**src/rtl/cnu_pkg.sv**
```systemverilog
package cnu_pkg;
  localparam int CNU_MSG_W = 5;
  localparam int CNU_DEG   = 6;
endpackage

```
**src/rtl/cnu_to_sm.sv**
```systemverilog
module cnu_to_sm #(
  parameter int MSG_W = cnu_pkg::CNU_MSG_W,
  localparam int MW = MSG_W - 1
) (
  input  logic [MSG_W-1:0] code,
  output logic             sign,
  output logic [MW-1:0]    mag
);
  function automatic logic [MW-1:0] sat_abs(input logic [MSG_W-1:0] c);
    logic [MSG_W-1:0] neg;
    neg = ~c + 1'b1;
    if (c == {1'b1, {MW{1'b0}}}) return {MW{1'b1}};
    else if (c[MSG_W-1])          return neg[MW-1:0];
    else                          return c[MW-1:0];
  endfunction

  assign sign = code[MSG_W-1];
  assign mag  = sat_abs(code);
endmodule

```
**src/rtl/cnu_min_pair.sv**
```systemverilog
module cnu_min_pair #(
  parameter int DEG = cnu_pkg::CNU_DEG,
  parameter int MW  = cnu_pkg::CNU_MSG_W - 1,
  localparam int IW = $clog2(DEG)
) (
  input  logic [DEG-1:0][MW-1:0] mags,
  output logic [MW-1:0]          min1,
  output logic [MW-1:0]          min2,
  output logic [IW-1:0]          min_idx
);
  always_comb begin
    min1    = {MW{1'b1}};
    min2    = {MW{1'b1}};
    min_idx = '0;
    for (int k = 0; k < DEG; k++) begin
      if (mags[k] < min1) begin
        min2    = min1;
        min1    = mags[k];
        min_idx = IW'(k);
      end else if (mags[k] < min2) begin
        min2 = mags[k];
      end
    end
  end
endmodule

```
**src/rtl/cnu_edge_out.sv**
```systemverilog
module cnu_edge_out #(
  parameter int MSG_W = cnu_pkg::CNU_MSG_W,
  parameter int DEG   = cnu_pkg::CNU_DEG,
  parameter int LANE  = 0,
  localparam int MW = MSG_W - 1,
  localparam int IW = $clog2(DEG)
) (
  input  logic             sign_all,
  input  logic             own_sign,
  input  logic [MW-1:0]    min1,
  input  logic [MW-1:0]    min2,
  input  logic [IW-1:0]    min_idx,
  output logic [MSG_W-1:0] code
);
  function automatic logic [MSG_W-1:0] sm_to_tc(input logic s, input logic [MW-1:0] m);
    logic [MSG_W-1:0] ext;
    ext = {1'b0, m};
    return s ? (~ext + 1'b1) : ext;
  endfunction

  logic          lane_sign;
  logic [MW-1:0] lane_mag;

  assign lane_sign = sign_all ^ own_sign;
  assign lane_mag  = (min_idx == IW'(LANE)) ? min2 : min1;
  assign code      = sm_to_tc(lane_sign, lane_mag);
endmodule

```
**src/rtl/cnu_min_sum.sv**
```systemverilog
module cnu_min_sum #(
  parameter int MSG_W = cnu_pkg::CNU_MSG_W,
  parameter int DEG   = cnu_pkg::CNU_DEG
) (
  input  logic                 clk,
  input  logic                 rst_n,
  input  logic                 in_valid,
  output logic                 in_ready,
  input  logic [DEG*MSG_W-1:0] in_msgs,
  output logic                 out_valid,
  input  logic                 out_ready,
  output logic [DEG*MSG_W-1:0] out_msgs
);
  localparam int MW = MSG_W - 1;
  localparam int IW = $clog2(DEG);

  logic [DEG-1:0][MSG_W-1:0] in_lanes;
  logic [DEG-1:0]            signs;
  logic [DEG-1:0][MW-1:0]    mags;
  logic                      sign_all;
  logic [MW-1:0]             min1;
  logic [MW-1:0]             min2;
  logic [IW-1:0]             min_idx;
  logic [DEG-1:0][MSG_W-1:0] next_lanes;
  logic [DEG-1:0][MSG_W-1:0] out_q;
  logic                      accept;

  assign in_lanes = in_msgs;
  assign sign_all = ^signs;

  for (genvar g = 0; g < DEG; g++) begin : g_split
    cnu_to_sm #(.MSG_W(MSG_W)) u_sm (
      .code (in_lanes[g]),
      .sign (signs[g]),
      .mag  (mags[g])
    );
  end

  cnu_min_pair #(.DEG(DEG), .MW(MW)) u_min (
    .mags    (mags),
    .min1    (min1),
    .min2    (min2),
    .min_idx (min_idx)
  );

  for (genvar g = 0; g < DEG; g++) begin : g_edge
    cnu_edge_out #(.MSG_W(MSG_W), .DEG(DEG), .LANE(g)) u_out (
      .sign_all (sign_all),
      .own_sign (signs[g]),
      .min1     (min1),
      .min2     (min2),
      .min_idx  (min_idx),
      .code     (next_lanes[g])
    );
  end

  assign in_ready = !out_valid || out_ready;
  assign accept   = in_valid && in_ready;

  always_ff @(posedge clk) begin
    if (!rst_n) begin
      out_valid <= 1'b0;
      out_q     <= '0;
    end else if (in_ready) begin
      out_valid <= in_valid;
      if (accept) out_q <= next_lanes;
    end
  end

  assign out_msgs = out_q;
endmodule

```
**config.mk**
```make
export PLATFORM = sky130hd
export DESIGN_NAME = cnu_min_sum
export DESIGN_NICKNAME = d
export VERILOG_FILES = /design/src/rtl/cnu_pkg.sv /design/src/rtl/cnu_to_sm.sv /design/src/rtl/cnu_min_pair.sv /design/src/rtl/cnu_edge_out.sv /design/src/rtl/cnu_min_sum.sv
export SDC_FILE = /design/constraint.sdc
export NUM_CORES = 1
export LEC_CHECK = 0
export BUFFER_PORTS_ARGS = -buffer_cell sky130_fd_sc_hd__buf_2
export CORE_UTILIZATION = 40
export DETAILED_ROUTE_END_ITERATION = 7
export GPL_TIMING_DRIVEN = 0
export MAX_ROUTING_LAYER = met4
export SLEW_MARGIN = 30
export SYNTH_ARGS = -nofsm -noshare
export SYNTH_HDL_FRONTEND = slang
export SYNTH_SLANG_ARGS = --single-unit
```
**constraint.sdc**
```tcl
create_clock -name clk -period 24.9 [get_ports clk]
set_input_delay 2.49 -clock clk [delete_from_list [all_inputs] [get_ports clk]]
set_output_delay 2.49 -clock clk [all_outputs]
set_load 0.1 [all_outputs]
```
==> results_dict.tcl <==
set metrics [dict create \
    vias_per_cell 5.72 \
    start_util_pct 41.7 \
    fin_crit_sh_pct 51.8 \
    crit_path_end_kind "flip-flop" \
    critPathTopFamily "compound AO/OA/AOI/OAI gates" \
    syn_inst 593 \
    port_buffers 58 \
    dr_total_vias 4541 \
    clkTransAtPathRegs_ns 0.07 \
    synth_edf_count 0 \
    synth_top_family_by_area "compound AO/OA/AOI/OAI gates" \
    area_growth_pct 12.6 \
    post-route-min-period_ns 12.91 \
    drv_slew 0 \
    fillers 1084 \
    skew_ns 0.00394 \
    clk_path_buf_depth 2 \
    overflow 0 \
    max_freq_mhz 77.5 \
    nets 740 \
    powerDensity_mw_per_mm2 103 \
    clockPowerShare_pct 8.3 \
    cp_max_fo 10 \
    hpwlAfterDp_mm 10.0 \
    critPathBufInv 6 \
    die_area_sq_mm 0.0113 \
    ys.warnings.count 0 \
    muxShareOfSynthArea_pct 7.29 \
    worst_pin_slew_ns 0.792 \
    seq_area_sq_um 621 \
    grt_pass1_wl_mm 20.1 \
    drive_gt1_share_pct 16.4 \
    ioPinCount 66 \
    htreeDepth 2 \
    cts_root_buf "clkbuf_8" \
    synthXorXnorAreaFrac_pct 3.43 \
    post-synth-top-area-cell "dfxtp_1" \
    min-delay-start "out_msgs[27]$_SDFFE_PN0P_" \
    ir_drop_mv 0.0537 \
    cts_buffers 5 \
    synth_compound_area_share_pct 35.1 \
    worst_path_most_repeated_cell "ha_1" \
    multi_input_area_sq_mm 0.00342 \
    synth_nets 675 \
    first_pass_iters 5 \
    insertion_delay_ns 0.28 \
    finalHoldViolations 0 \
    synth_flop_cell "dfxtp_1" \
    switchingPower_uw 299 \
    rsz0062_at_grt "false" \
    drc 0 \
    dpl.cell_count 787 \
    drt_iter0_drc 264 \
    startpoint "in_msgs[5]" \
    first_global_vias 4168 \
    tns_ns 0 \
    syn-cell-area_sq_mm 0.00434 \
    setup_viol 0 \
    cp-start-kind "input port" \
    design_area_sq_mm 0.00489 \
    placed_cell_area_sq_mm 0.00480 \
    synth_seq_cells 31 \
    synth_top_area_share_pct 14.3 \
    post_cts_buffers 0 \
    cts-resized-gates 0 \
    antenna_left 0 \
    worstHoldPathType "flip-flop to flip-flop" \
    relSlewSlack_pct 47.2 \
    swShare_pct 59.4 \
    antenna_found_initial 0 \
    synth.top_cells.by_area "dfxtp_1, ha_1, a21oi_1, nor2_1, inv_1" \
    regToRegStartpoint "out_valid$_SDFFE_PN0N_" \
    synth_cell_types 75 \
    rows 37 \
    path_class "input port to flip-flop" \
    drt_wl_total_mm 12.4 \
    syn_avg_cell_area_sq_um 7.33 \
    place_congestion 0.880 \
    cp.required_ns 25.05 \
    synth-simple-area-share_pct 19.0 \
    power_frac_comb_pct 78.3 \
    ys_async_sr_fraction_pct 0 \
    cts_sinks 31 \
    routedWlPerCell_um 15.6 \
    status "completed" \
    cap_viol_max_count 0 \
    instances_no_fill 794 \
    seq_area_frac_synth_pct 14.3 \
    seq_power_share_pct 13.5 \
    cpPeakStageDelay_ns 0.49 \
    track_usage_pct 22.4 \
    die_y_um 106 \
    cts_tree "yes" \
    ctsHoldBuffers 0 \
    p_int_uw 204 \
    power_leakage_nw 2.29 \
    grt_max_degree 11 \
    coreArea_sq_mm 0.0104 \
    critPathArrivalTime_ns 13.06 \
    diodes 0 \
    die_w_um 106 \
    crit_slowest_cell "nor3b_1" \
    synth-adder-area-share_pct 13.8 \
]
## cells in the final DEF (no fill, tap or decap), types with 13 or more instances in the layout
master and instances:
a21oi_1 55, nand2_1 47, nor2_1 66, a21o_1 16, clkbuf_1 13, a211oi_1 15, inv_1 58, o21ai_0 38
ha_1 48, dfxtp_1 31, mux2i_1 15, buf_2 63
## final cells by class
type	count	area share [%]
multi-input cells	484	69.8
inverters	59	4.53
clock buffers	6	1.69
repair buffers	58	5.93
flip-flops and latches	31	12.7
well taps	136	3.48
clock inverters	1	0.102
plain buffers	19	1.74
## cells by family (layout without fill, tap and decap cells)
group / Yosys count / count (layout)
buf+inv: 78 / 143
simple gates: 175 / 175
xor+xnor: 17 / 17
flops: 31 / 31
compound gates: 215 / 215
mux: 29 / 29
fa+ha+maj: 48 / 48
## synthesized netlist by cell type, types with 9 or more instances
cell type / number
ha_1: 48
mux2i_1: 15
dfxtp_1: 31
inv_1: 58
nor2_1: 66
nand2_1: 47
a211oi_1: 15
a21oi_1: 55
a21o_1: 16
clkbuf_1: 13
o21ai_0: 38
a31oi_1: 9
xor2_1: 10
mux2_2: 11
## path summary, 6_finish.rpt
| kind | slack [ns] | end | cells past startpoint |
|---|---|---|---|
| setup / recovery | 11.99 | out_msgs[17]$_SDFFE_PN0P_ | 45 |
| hold reg to reg | 0.46 | out_msgs[27]$_SDFFE_PN0P_ | 2 |
| setup reg to reg | 22.93 | out_msgs[28]$_SDFFE_PN0P_ | 6 |
| hold / removal | 0.46 | out_msgs[27]$_SDFFE_PN0P_ | 2 |
## stage by stage
| step | utilization, % | setup WS, ns | hold slack, ns | total power [mW] |
|---|---|---|---|---|
| after floorplan | - | 13.42 | 0.883 | 0.382 |
| after global placement | 46.1 | 11.82 | 0.440 | 0.449 |
| after detailed placement | 46.1 | 11.78 | 0.447 | 0.458 |
| after CTS | 47.0 | 12.04 | 0.457 | 0.501 |
| after global routing | 47.0 | 11.22 | 0.465 | 0.540 |
| final | 47.0 | 11.99 | 0.457 | 0.503 |
## registers in the layout, indices dropped and copies added, names as in the netlist
name,cells
out_valid,1
out_msgs,30
## worst register-to-register path: cells and delay by family (launching register included)
kind,cells,cell delay (ns)
AO/OA/AOI/OAI,1,0.15
buffers and inverters,2,0.89
flip-flops,1,0.31
AND/OR/NAND/NOR,3,0.55
## layer usage
layer	vias up	GRT usage [%]	share of wire, %
met4	0	2.68	0.38
met1	2099	29.4	48
met3	6	2.88	4.6
met5	-	-	0
li1	2308	-	-
met2	128	37.8	47
## power by group through the flow
stage	Clock (mW)	Combinational, mW	Sequential (mW)
2_1_floorplan	0	0.226	0.157
3_3_place_gp	0	0.381	0.0684
3_5_place_dp	0	0.389	0.0690
4_1_cts	0.0425	0.391	0.0680
5_1_grt	0.0445	0.427	0.0692
6_report	0.0417	0.394	0.0677
No activity file was read; power rests on OpenSTA's default activity.
